==> config.mk <==
export PLATFORM = sky130hd
export DESIGN_NAME = branch_resolve_unit
export DESIGN_NICKNAME = d
export VERILOG_FILES = /design/src/rtl/bru_pkg.sv /design/src/rtl/bru_decode.sv /design/src/rtl/bru_cond_eval.sv /design/src/rtl/bru_target_gen.sv /design/src/rtl/branch_resolve_unit.sv
export SDC_FILE = /design/constraint.sdc
export NUM_CORES = 1
export LEC_CHECK = 0
export CAP_MARGIN = 20
export CORE_AREA = 2 2 177 179
export CTS_CLUSTER_DIAMETER = 120
export CTS_CLUSTER_SIZE = 8
export DETAILED_ROUTE_END_ITERATION = 8
export DIE_AREA = 0 0 179 181
export DONT_BUFFER_PORTS = 1
export HOLD_SLACK_MARGIN = 0.03
export PLACE_DENSITY = 0.79
export SETUP_SLACK_MARGIN = 0.1
export SKIP_LAST_GASP = 1
export SLEW_MARGIN = 15
export SYNTH_ARGS = -nofsm -noshare
export SYNTH_HDL_FRONTEND = slang
export SYNTH_SLANG_ARGS = --single-unit
export TNS_END_PERCENT = 10
==> constraint.sdc <==
create_clock -name clk -period 6.2 [get_ports clk]
set_input_delay 0.31 -clock clk [delete_from_list [all_inputs] [get_ports clk]]
set_output_delay 0.31 -clock clk [all_outputs]
set_load 0.05 [all_outputs]
==> src/rtl/bru_pkg.sv <==
// Shared constants and types for the branch resolution unit.
// Assumes a fixed 32-bit instruction word and a 32-bit condition register.
package bru_pkg;

    localparam int INSTR_W = 32;
    localparam int CR_W    = 32;

    localparam logic [5:0] OPC_COND_DISP = 6'd16;
    localparam logic [5:0] OPC_UNCOND    = 6'd18;
    localparam logic [5:0] OPC_REG_GROUP = 6'd19;
    localparam logic [9:0] XO_TO_LINK    = 10'd16;
    localparam logic [9:0] XO_TO_COUNT   = 10'd528;

    typedef enum logic [1:0] {
        BR_NONE      = 2'd0,
        BR_COND_DISP = 2'd1,
        BR_UNCOND    = 2'd2,
        BR_COND_REG  = 2'd3
    } br_kind_e;

endpackage

==> src/rtl/bru_decode.sv <==
// Instruction field decoder: classifies the word and splits out the option
// field, condition-bit index, displacement bits and the two flag bits.
// Assumes nothing about validity; unknown words classify as BR_NONE.
module bru_decode
    import bru_pkg::*;
(
    input  logic [INSTR_W-1:0] instr_i,
    output br_kind_e           kind_o,
    output logic [4:0]         opt_o,
    output logic [4:0]         idx_o,
    output logic [23:0]        disp_o,
    output logic               abs_o,
    output logic               link_o,
    output logic               use_ctr_o
);

    logic [5:0] opc;
    logic [9:0] xo;

    // Field extraction and branch classification
    always_comb begin
        opc       = instr_i[31:26];
        xo        = instr_i[10:1];
        opt_o     = instr_i[25:21];
        idx_o     = instr_i[20:16];
        disp_o    = instr_i[25:2];
        abs_o     = instr_i[1];
        link_o    = instr_i[0];
        use_ctr_o = instr_i[10];
        kind_o    = BR_NONE;
        case (opc)
            OPC_COND_DISP: kind_o = BR_COND_DISP;
            OPC_UNCOND:    kind_o = BR_UNCOND;
            OPC_REG_GROUP: if (xo == XO_TO_LINK || xo == XO_TO_COUNT) kind_o = BR_COND_REG;
            default:       kind_o = BR_NONE;
        endcase
    end

endmodule

==> src/rtl/bru_cond_eval.sv <==
// Taken decision: optional count decrement and zero test combined with an
// optional condition-register bit test. The bit index counts from the
// register's most significant bit. Assumes the kind comes from bru_decode.
module bru_cond_eval
    import bru_pkg::*;
#(
    parameter int XLEN = 64
) (
    input  br_kind_e          kind_i,
    input  logic [4:0]        opt_i,
    input  logic [4:0]        idx_i,
    input  logic [CR_W-1:0]   cr_i,
    input  logic [XLEN-1:0]   ctr_i,
    output logic              taken_o,
    output logic [XLEN-1:0]   ctr_next_o
);

    localparam logic [4:0] TOP_BIT = 5'(CR_W - 1);

    logic is_cond;
    logic dec_en;
    logic ctr_pass;
    logic cr_pass;
    logic cr_bit;

    // Count update followed by the two gates
    always_comb begin
        is_cond    = (kind_i == BR_COND_DISP) || (kind_i == BR_COND_REG);
        dec_en     = is_cond && !opt_i[2];
        ctr_next_o = dec_en ? (ctr_i - XLEN'(1)) : ctr_i;
        ctr_pass   = opt_i[2] || ((ctr_next_o == '0) == opt_i[1]);
        cr_bit     = cr_i[TOP_BIT - idx_i];
        cr_pass    = opt_i[4] || (cr_bit == opt_i[3]);
        case (kind_i)
            BR_NONE:   taken_o = 1'b0;
            BR_UNCOND: taken_o = 1'b1;
            default:   taken_o = ctr_pass && cr_pass;
        endcase
    end

endmodule

==> src/rtl/bru_target_gen.sv <==
// Address generator: branch target, sequential address, chosen next address
// and the link value, each cut to 32 bits when 64-bit mode is off.
// Assumes XLEN is larger than 32 and register targets use pre-update values.
module bru_target_gen
    import bru_pkg::*;
#(
    parameter int XLEN = 64
) (
    input  br_kind_e          kind_i,
    input  logic [23:0]       disp_i,
    input  logic              abs_i,
    input  logic              link_i,
    input  logic              use_ctr_i,
    input  logic              taken_i,
    input  logic              mode64_i,
    input  logic [XLEN-1:0]   pc_i,
    input  logic [XLEN-1:0]   ctr_i,
    input  logic [XLEN-1:0]   lr_i,
    output logic [XLEN-1:0]   next_pc_o,
    output logic [XLEN-1:0]   lr_next_o,
    output logic [XLEN-1:0]   seq_pc_o
);

    localparam int HI_W = XLEN - 32;
    localparam int SX_S = XLEN - 16;
    localparam int SX_L = XLEN - 26;

    logic [XLEN-1:0] ofs_short;
    logic [XLEN-1:0] ofs_long;
    logic [XLEN-1:0] base;
    logic [XLEN-1:0] reg_tgt;
    logic [XLEN-1:0] raw_tgt;

    function automatic logic [XLEN-1:0] fit(input logic [XLEN-1:0] a, input logic m64);
        return m64 ? a : {{HI_W{1'b0}}, a[31:0]};
    endfunction

    // Target selection and mode truncation
    always_comb begin
        ofs_short = {{SX_S{disp_i[13]}}, disp_i[13:0], 2'b00};
        ofs_long  = {{SX_L{disp_i[23]}}, disp_i, 2'b00};
        base      = abs_i ? '0 : pc_i;
        reg_tgt   = (use_ctr_i ? ctr_i : lr_i) & ~XLEN'(3);
        seq_pc_o  = fit(pc_i + XLEN'(4), mode64_i);
        case (kind_i)
            BR_COND_DISP: raw_tgt = base + ofs_short;
            BR_UNCOND:    raw_tgt = base + ofs_long;
            BR_COND_REG:  raw_tgt = reg_tgt;
            default:      raw_tgt = seq_pc_o;
        endcase
        next_pc_o = taken_i ? fit(raw_tgt, mode64_i) : seq_pc_o;
        lr_next_o = (kind_i != BR_NONE && link_i) ? seq_pc_o : lr_i;
    end

endmodule

==> src/rtl/branch_resolve_unit.sv <==
// Top of the branch resolution unit: decodes, evaluates and registers the
// result one cycle after valid_i. Assumes a synchronous active-low reset.
module branch_resolve_unit
    import bru_pkg::*;
#(
    parameter int XLEN = 64
) (
    input  logic               clk,
    input  logic               rst_n,
    input  logic               valid_i,
    input  logic               mode64_i,
    input  logic [INSTR_W-1:0] instr_i,
    input  logic [XLEN-1:0]    pc_i,
    input  logic [CR_W-1:0]    cr_i,
    input  logic [XLEN-1:0]    ctr_i,
    input  logic [XLEN-1:0]    lr_i,
    output logic               out_valid_o,
    output logic               taken_o,
    output logic [XLEN-1:0]    next_pc_o,
    output logic [XLEN-1:0]    ctr_o,
    output logic [XLEN-1:0]    lr_o
);

    br_kind_e        kind_c;
    logic [4:0]      opt_c;
    logic [4:0]      idx_c;
    logic [23:0]     disp_c;
    logic            abs_c;
    logic            link_c;
    logic            use_ctr_c;
    logic            taken_c;
    logic [XLEN-1:0] ctr_c;
    logic [XLEN-1:0] next_c;
    logic [XLEN-1:0] lr_c;
    logic [XLEN-1:0] seq_c;

    bru_decode u_decode (
        .instr_i   (instr_i),
        .kind_o    (kind_c),
        .opt_o     (opt_c),
        .idx_o     (idx_c),
        .disp_o    (disp_c),
        .abs_o     (abs_c),
        .link_o    (link_c),
        .use_ctr_o (use_ctr_c)
    );

    bru_cond_eval #(.XLEN(XLEN)) u_cond (
        .kind_i     (kind_c),
        .opt_i      (opt_c),
        .idx_i      (idx_c),
        .cr_i       (cr_i),
        .ctr_i      (ctr_i),
        .taken_o    (taken_c),
        .ctr_next_o (ctr_c)
    );

    bru_target_gen #(.XLEN(XLEN)) u_target (
        .kind_i    (kind_c),
        .disp_i    (disp_c),
        .abs_i     (abs_c),
        .link_i    (link_c),
        .use_ctr_i (use_ctr_c),
        .taken_i   (taken_c),
        .mode64_i  (mode64_i),
        .pc_i      (pc_i),
        .ctr_i     (ctr_i),
        .lr_i      (lr_i),
        .next_pc_o (next_c),
        .lr_next_o (lr_c),
        .seq_pc_o  (seq_c)
    );

    // Result registers, loaded only on a strobe
    always_ff @(posedge clk) begin
        if (!rst_n) begin
            out_valid_o <= 1'b0;
            taken_o     <= 1'b0;
            next_pc_o   <= '0;
            ctr_o       <= '0;
            lr_o        <= '0;
        end else begin
            out_valid_o <= valid_i;
            if (valid_i) begin
                taken_o   <= taken_c;
                next_pc_o <= next_c;
                ctr_o     <= ctr_c;
                lr_o      <= lr_c;
            end
        end
    end

    logic is_cond_a;
    logic cr_sel_a;
    assign is_cond_a = (kind_c == BR_COND_DISP) || (kind_c == BR_COND_REG);
    assign cr_sel_a  = cr_i[5'd31 - instr_i[20:16]];

    a_r1_latency: assert property (@(posedge clk) disable iff (!rst_n)
        valid_i |=> out_valid_o);

    a_r1_hold: assert property (@(posedge clk) disable iff (!rst_n)
        !valid_i |=> ($stable(next_pc_o) && $stable(ctr_o) && $stable(lr_o) && $stable(taken_o)));

    a_r3_decrement: assert property (@(posedge clk) disable iff (!rst_n)
        (valid_i && is_cond_a && !instr_i[23]) |=> (ctr_o == $past(ctr_i) - XLEN'(1)));

    a_r5_cr_block: assert property (@(posedge clk) disable iff (!rst_n)
        (valid_i && is_cond_a && !instr_i[25] && (cr_sel_a != instr_i[24])) |=> !taken_o);

    a_r7_uncond: assert property (@(posedge clk) disable iff (!rst_n)
        (valid_i && kind_c == BR_UNCOND) |=> (taken_o && ctr_o == $past(ctr_i)));

    a_r10_fallthru: assert property (@(posedge clk) disable iff (!rst_n)
        (valid_i && !taken_c) |=> (next_pc_o == $past(seq_c)));

    a_r11_trunc: assert property (@(posedge clk) disable iff (!rst_n)
        (valid_i && !mode64_i) |=> (next_pc_o[XLEN-1:32] == '0));

endmodule

==> impl_metrics.yaml <==
cells_and_area:
  design_area_um2: 17900
  ff_latch_area_um2: 3880
  fillCellCount: 2813
  final_layout_size_suffix_gt1_frac: 0.0681
  multiInputGateArea_um2: 12500
  synthToLayoutAreaGrowth_pct: 4.62
  nNetsFinal: 2447
  fin_cells: 2545
worst_setup_path:
  crit_slowest_cell: "a2111oi_0"
  rr_startpoint: "next_pc_o[62]"
  startpoint_type: "primary input"
  critical_path.cell_chain: "nor4_2, a41oi_1, nor2_1, inv_1, ha_1, buf_4, nand2b_1, nand2_1, ha_1, and3_1, and2_1, a221o_1, a2111oi_0, a211oi_1, o2111ai_1, a21oi_1, o21ai_0, xor2_1, o221ai_1, a32o_1"
  path_max_fanout: 86
  critPathLaunch: "instr_i[1]"
  max_stage_delay_ns: 0.73
  crit_type: "primary input to flip-flop"
  crit_top_cell: "ha_1"
  critPathCaptureType: "flip-flop"
  required_ns: 6.55
  cp_data_arrival_time_ns: 5.79
clock_tree:
  ctsResizeCount: 0
  clkLatencyLatePin_ns: 0.45
  cts_buffers: 17
  htreeDepth: 4
  cts_sinks: 194
  cts_tree: "yes"
  path_clk_slew_ns: 0.08
  cts_root_buffer: "clkbuf_16"
  cts_max_path_buffers: 2
global_route:
  met2_usage: 0.633
  use_met1: 0.568
  grt_max_degree: 201
  grt.met3_usage: 0.171
  grt_use_total: 0.442
  grt-ovfl-total: 0
  grt_pass1_vias: 16700
  top_usage_layer: "met2"
  antenna_found_initial: 4
  grt_first_pass_wirelength_mm: 108
drt:
  post_drt_wl_per_cell_um: 29.1
  drt_iter0_drc: 3070
  drtAntennaViolNets: 0
  drtPass1Iterations: 6
  dr_total_vias: 18300
  drc_errors: 0
  finalWirelength_mm: 74.1
  via_per_inst: 7.20
run:
  drv_cap: 0
yosys:
  synth.largest_area_cell: "dfxtp_1"
  synth.distinct_cells: 83
  yosysSeqAreaShare: 0.227
  yosysWarnings: 0
  synth_common_cells: "nor2_1, nand2_1, dfxtp_1"
  synthArstFlopShare: 0
  ys_top_cells_by_area: "dfxtp_1, mux2i_1, xnor2_1, nor2_1, nand2_1"
  synth-main-ff-cell: "dfxtp_1"
  syn_area_um2: 17100
  synth.most_common_cell: "nor2_1"
  syn_avg_cell_area_um2: 7.62
  syn-num-nets: 2561
  yosys.area.top_type_share: 0.227
  syn_inst: 2245
  ys_ff_latch: 194
  synth_edf_count: 0
timing:
  finalMaxSlewViolations: 0
  fmax_mhz: 184
  rsz0062_at_grt: "no"
  setup_viol: 0
  slew_headroom: 0.351
  finalCritPeriodShare: 0.878
  clock_skew_ns: 0
  fin_crit_ns: 5.44
  tns_ns: 0
  tightest_slew_ns: 0.971
  hold_viol: 0
place:
  gp_congestion: 1.01
  io_buffers: 0
  hpwlAfterDp_mm: 56.1
  numPlacedInstances: 2500
  dpl-instance-area_um2: 17200
power_and_ir_drop:
  power_uw: 3650
  leakage_uw: 0.00671
  power.density_nw_per_um2: 204
  vdd_ir_drop_max_mv: 0.190
die:
  die-area_um2: 32400
  fp-row-count: 64
  ioPinCount: 454
  start_util: 0.564
  die_h_um: 181
  die_w_um: 179
  core_um2: 30300
hold_path:
  hold_start: "ctr_i[6]"
  hp-class: "primary input to flip-flop"
outcome:
  status: "finished clean"
-- timing repair --
| item | CTS | global route |
|---|---|---|
| endpoints found under the setup margin | 0 | 0 |
| hold buffers | 6 | 1 |
| buffers inserted | 0 | 0 |
| endpoints found under the hold margin | 87 | 1 |
-- where the power goes --
group	internal [uW]	total, uW	switching [uW]
combinational	329	794	466
clock	551	1180	625
sequential	1330	1680	358
-- layout by cell type (no fill, tap or decap), types with 31 or more instances in the layout --
| cell type | count |
|---|---|
| o211ai_1 | 35 |
| a22oi_1 | 31 |
| inv_1 | 32 |
| nor2_1 | 225 |
| nand4_1 | 36 |
| nand3_1 | 69 |
| o21ai_0 | 126 |
| nor2b_1 | 63 |
| xnor2_1 | 111 |
| a22o_1 | 33 |
| a21o_1 | 38 |
| nand2_1 | 225 |
| a21oi_1 | 91 |
| mux2_2 | 40 |
| a211oi_1 | 78 |
| dfxtp_1 | 194 |
| xor2_1 | 73 |
| nor3_1 | 49 |
| ha_1 | 55 |
| mux2i_1 | 99 |
-- per-layer routing --
layer | share of wire | wire length (um)
met1 | 0.38 | 27800
met4 | 0.063 | 4710
met5 | 0.00069 | 51
met2 | 0.41 | 30200
met3 | 0.15 | 11400
-- final timing paths --
| path | endpoint | slack, ns | depth (start not counted) |
|---|---|---|---|
| worst max-delay path | next_pc_o[61] | 0.76 | 20 |
| worst min-delay path | ctr_o[6] | 0.04 | 2 |
| worst max register to register | next_pc_o[62] | 4.67 | 4 |
| worst min register to register | ctr_o[55] | 0.73 | 2 |
-- state kept, by name, summed over array words and instances (netlist names) --
name / flops
taken_o: 1
next_pc_o: 64
lr_o: 64
ctr_o: 64
out_valid_o: 1
-- through the flow --
stage,utilization,setup WS (ns),hold WS (ns)
after floorplan,-,0.141,0.436
after global placement,0.567,0.542,0.433
after detailed placement,0.567,0.396,0.434
after CTS,0.589,0.871,0.0315
after global routing,0.590,0.325,0.0456
final,0.590,0.756,0.0434
-- layout make-up --
type / count / share of cell area
Antenna cell: 5 / 0.000699
Clock buffer: 17 / 0.0238
Clock inverter: 15 / 0.0101
Inverter: 36 / 0.00769
Multi-Input combinational cell: 1850 / 0.697
Sequential cell: 194 / 0.217
Tap cell: 396 / 0.0277
Timing Repair Buffer: 32 / 0.0159
-- critical path: cells and delay by family --
family,cells,cell delay [ns]
AND/OR/NAND/NOR,6,1.52
XOR/XNOR,1,0.24
adder cells (fa/ha/maj),2,0.61
buffers and inverters,2,0.39
AO/OA/AOI/OAI,9,2.71
-- cells by family after synthesis --
family,Yosys count,synth area share
mux,150,0.0980
buf+inv,201,0.0455
simple gates,854,0.248
xor+xnor,184,0.0942
compound gates,606,0.246
flops,194,0.227
fa+ha+maj,56,0.0414
Note: power is estimated with default switching activity, not from simulation.
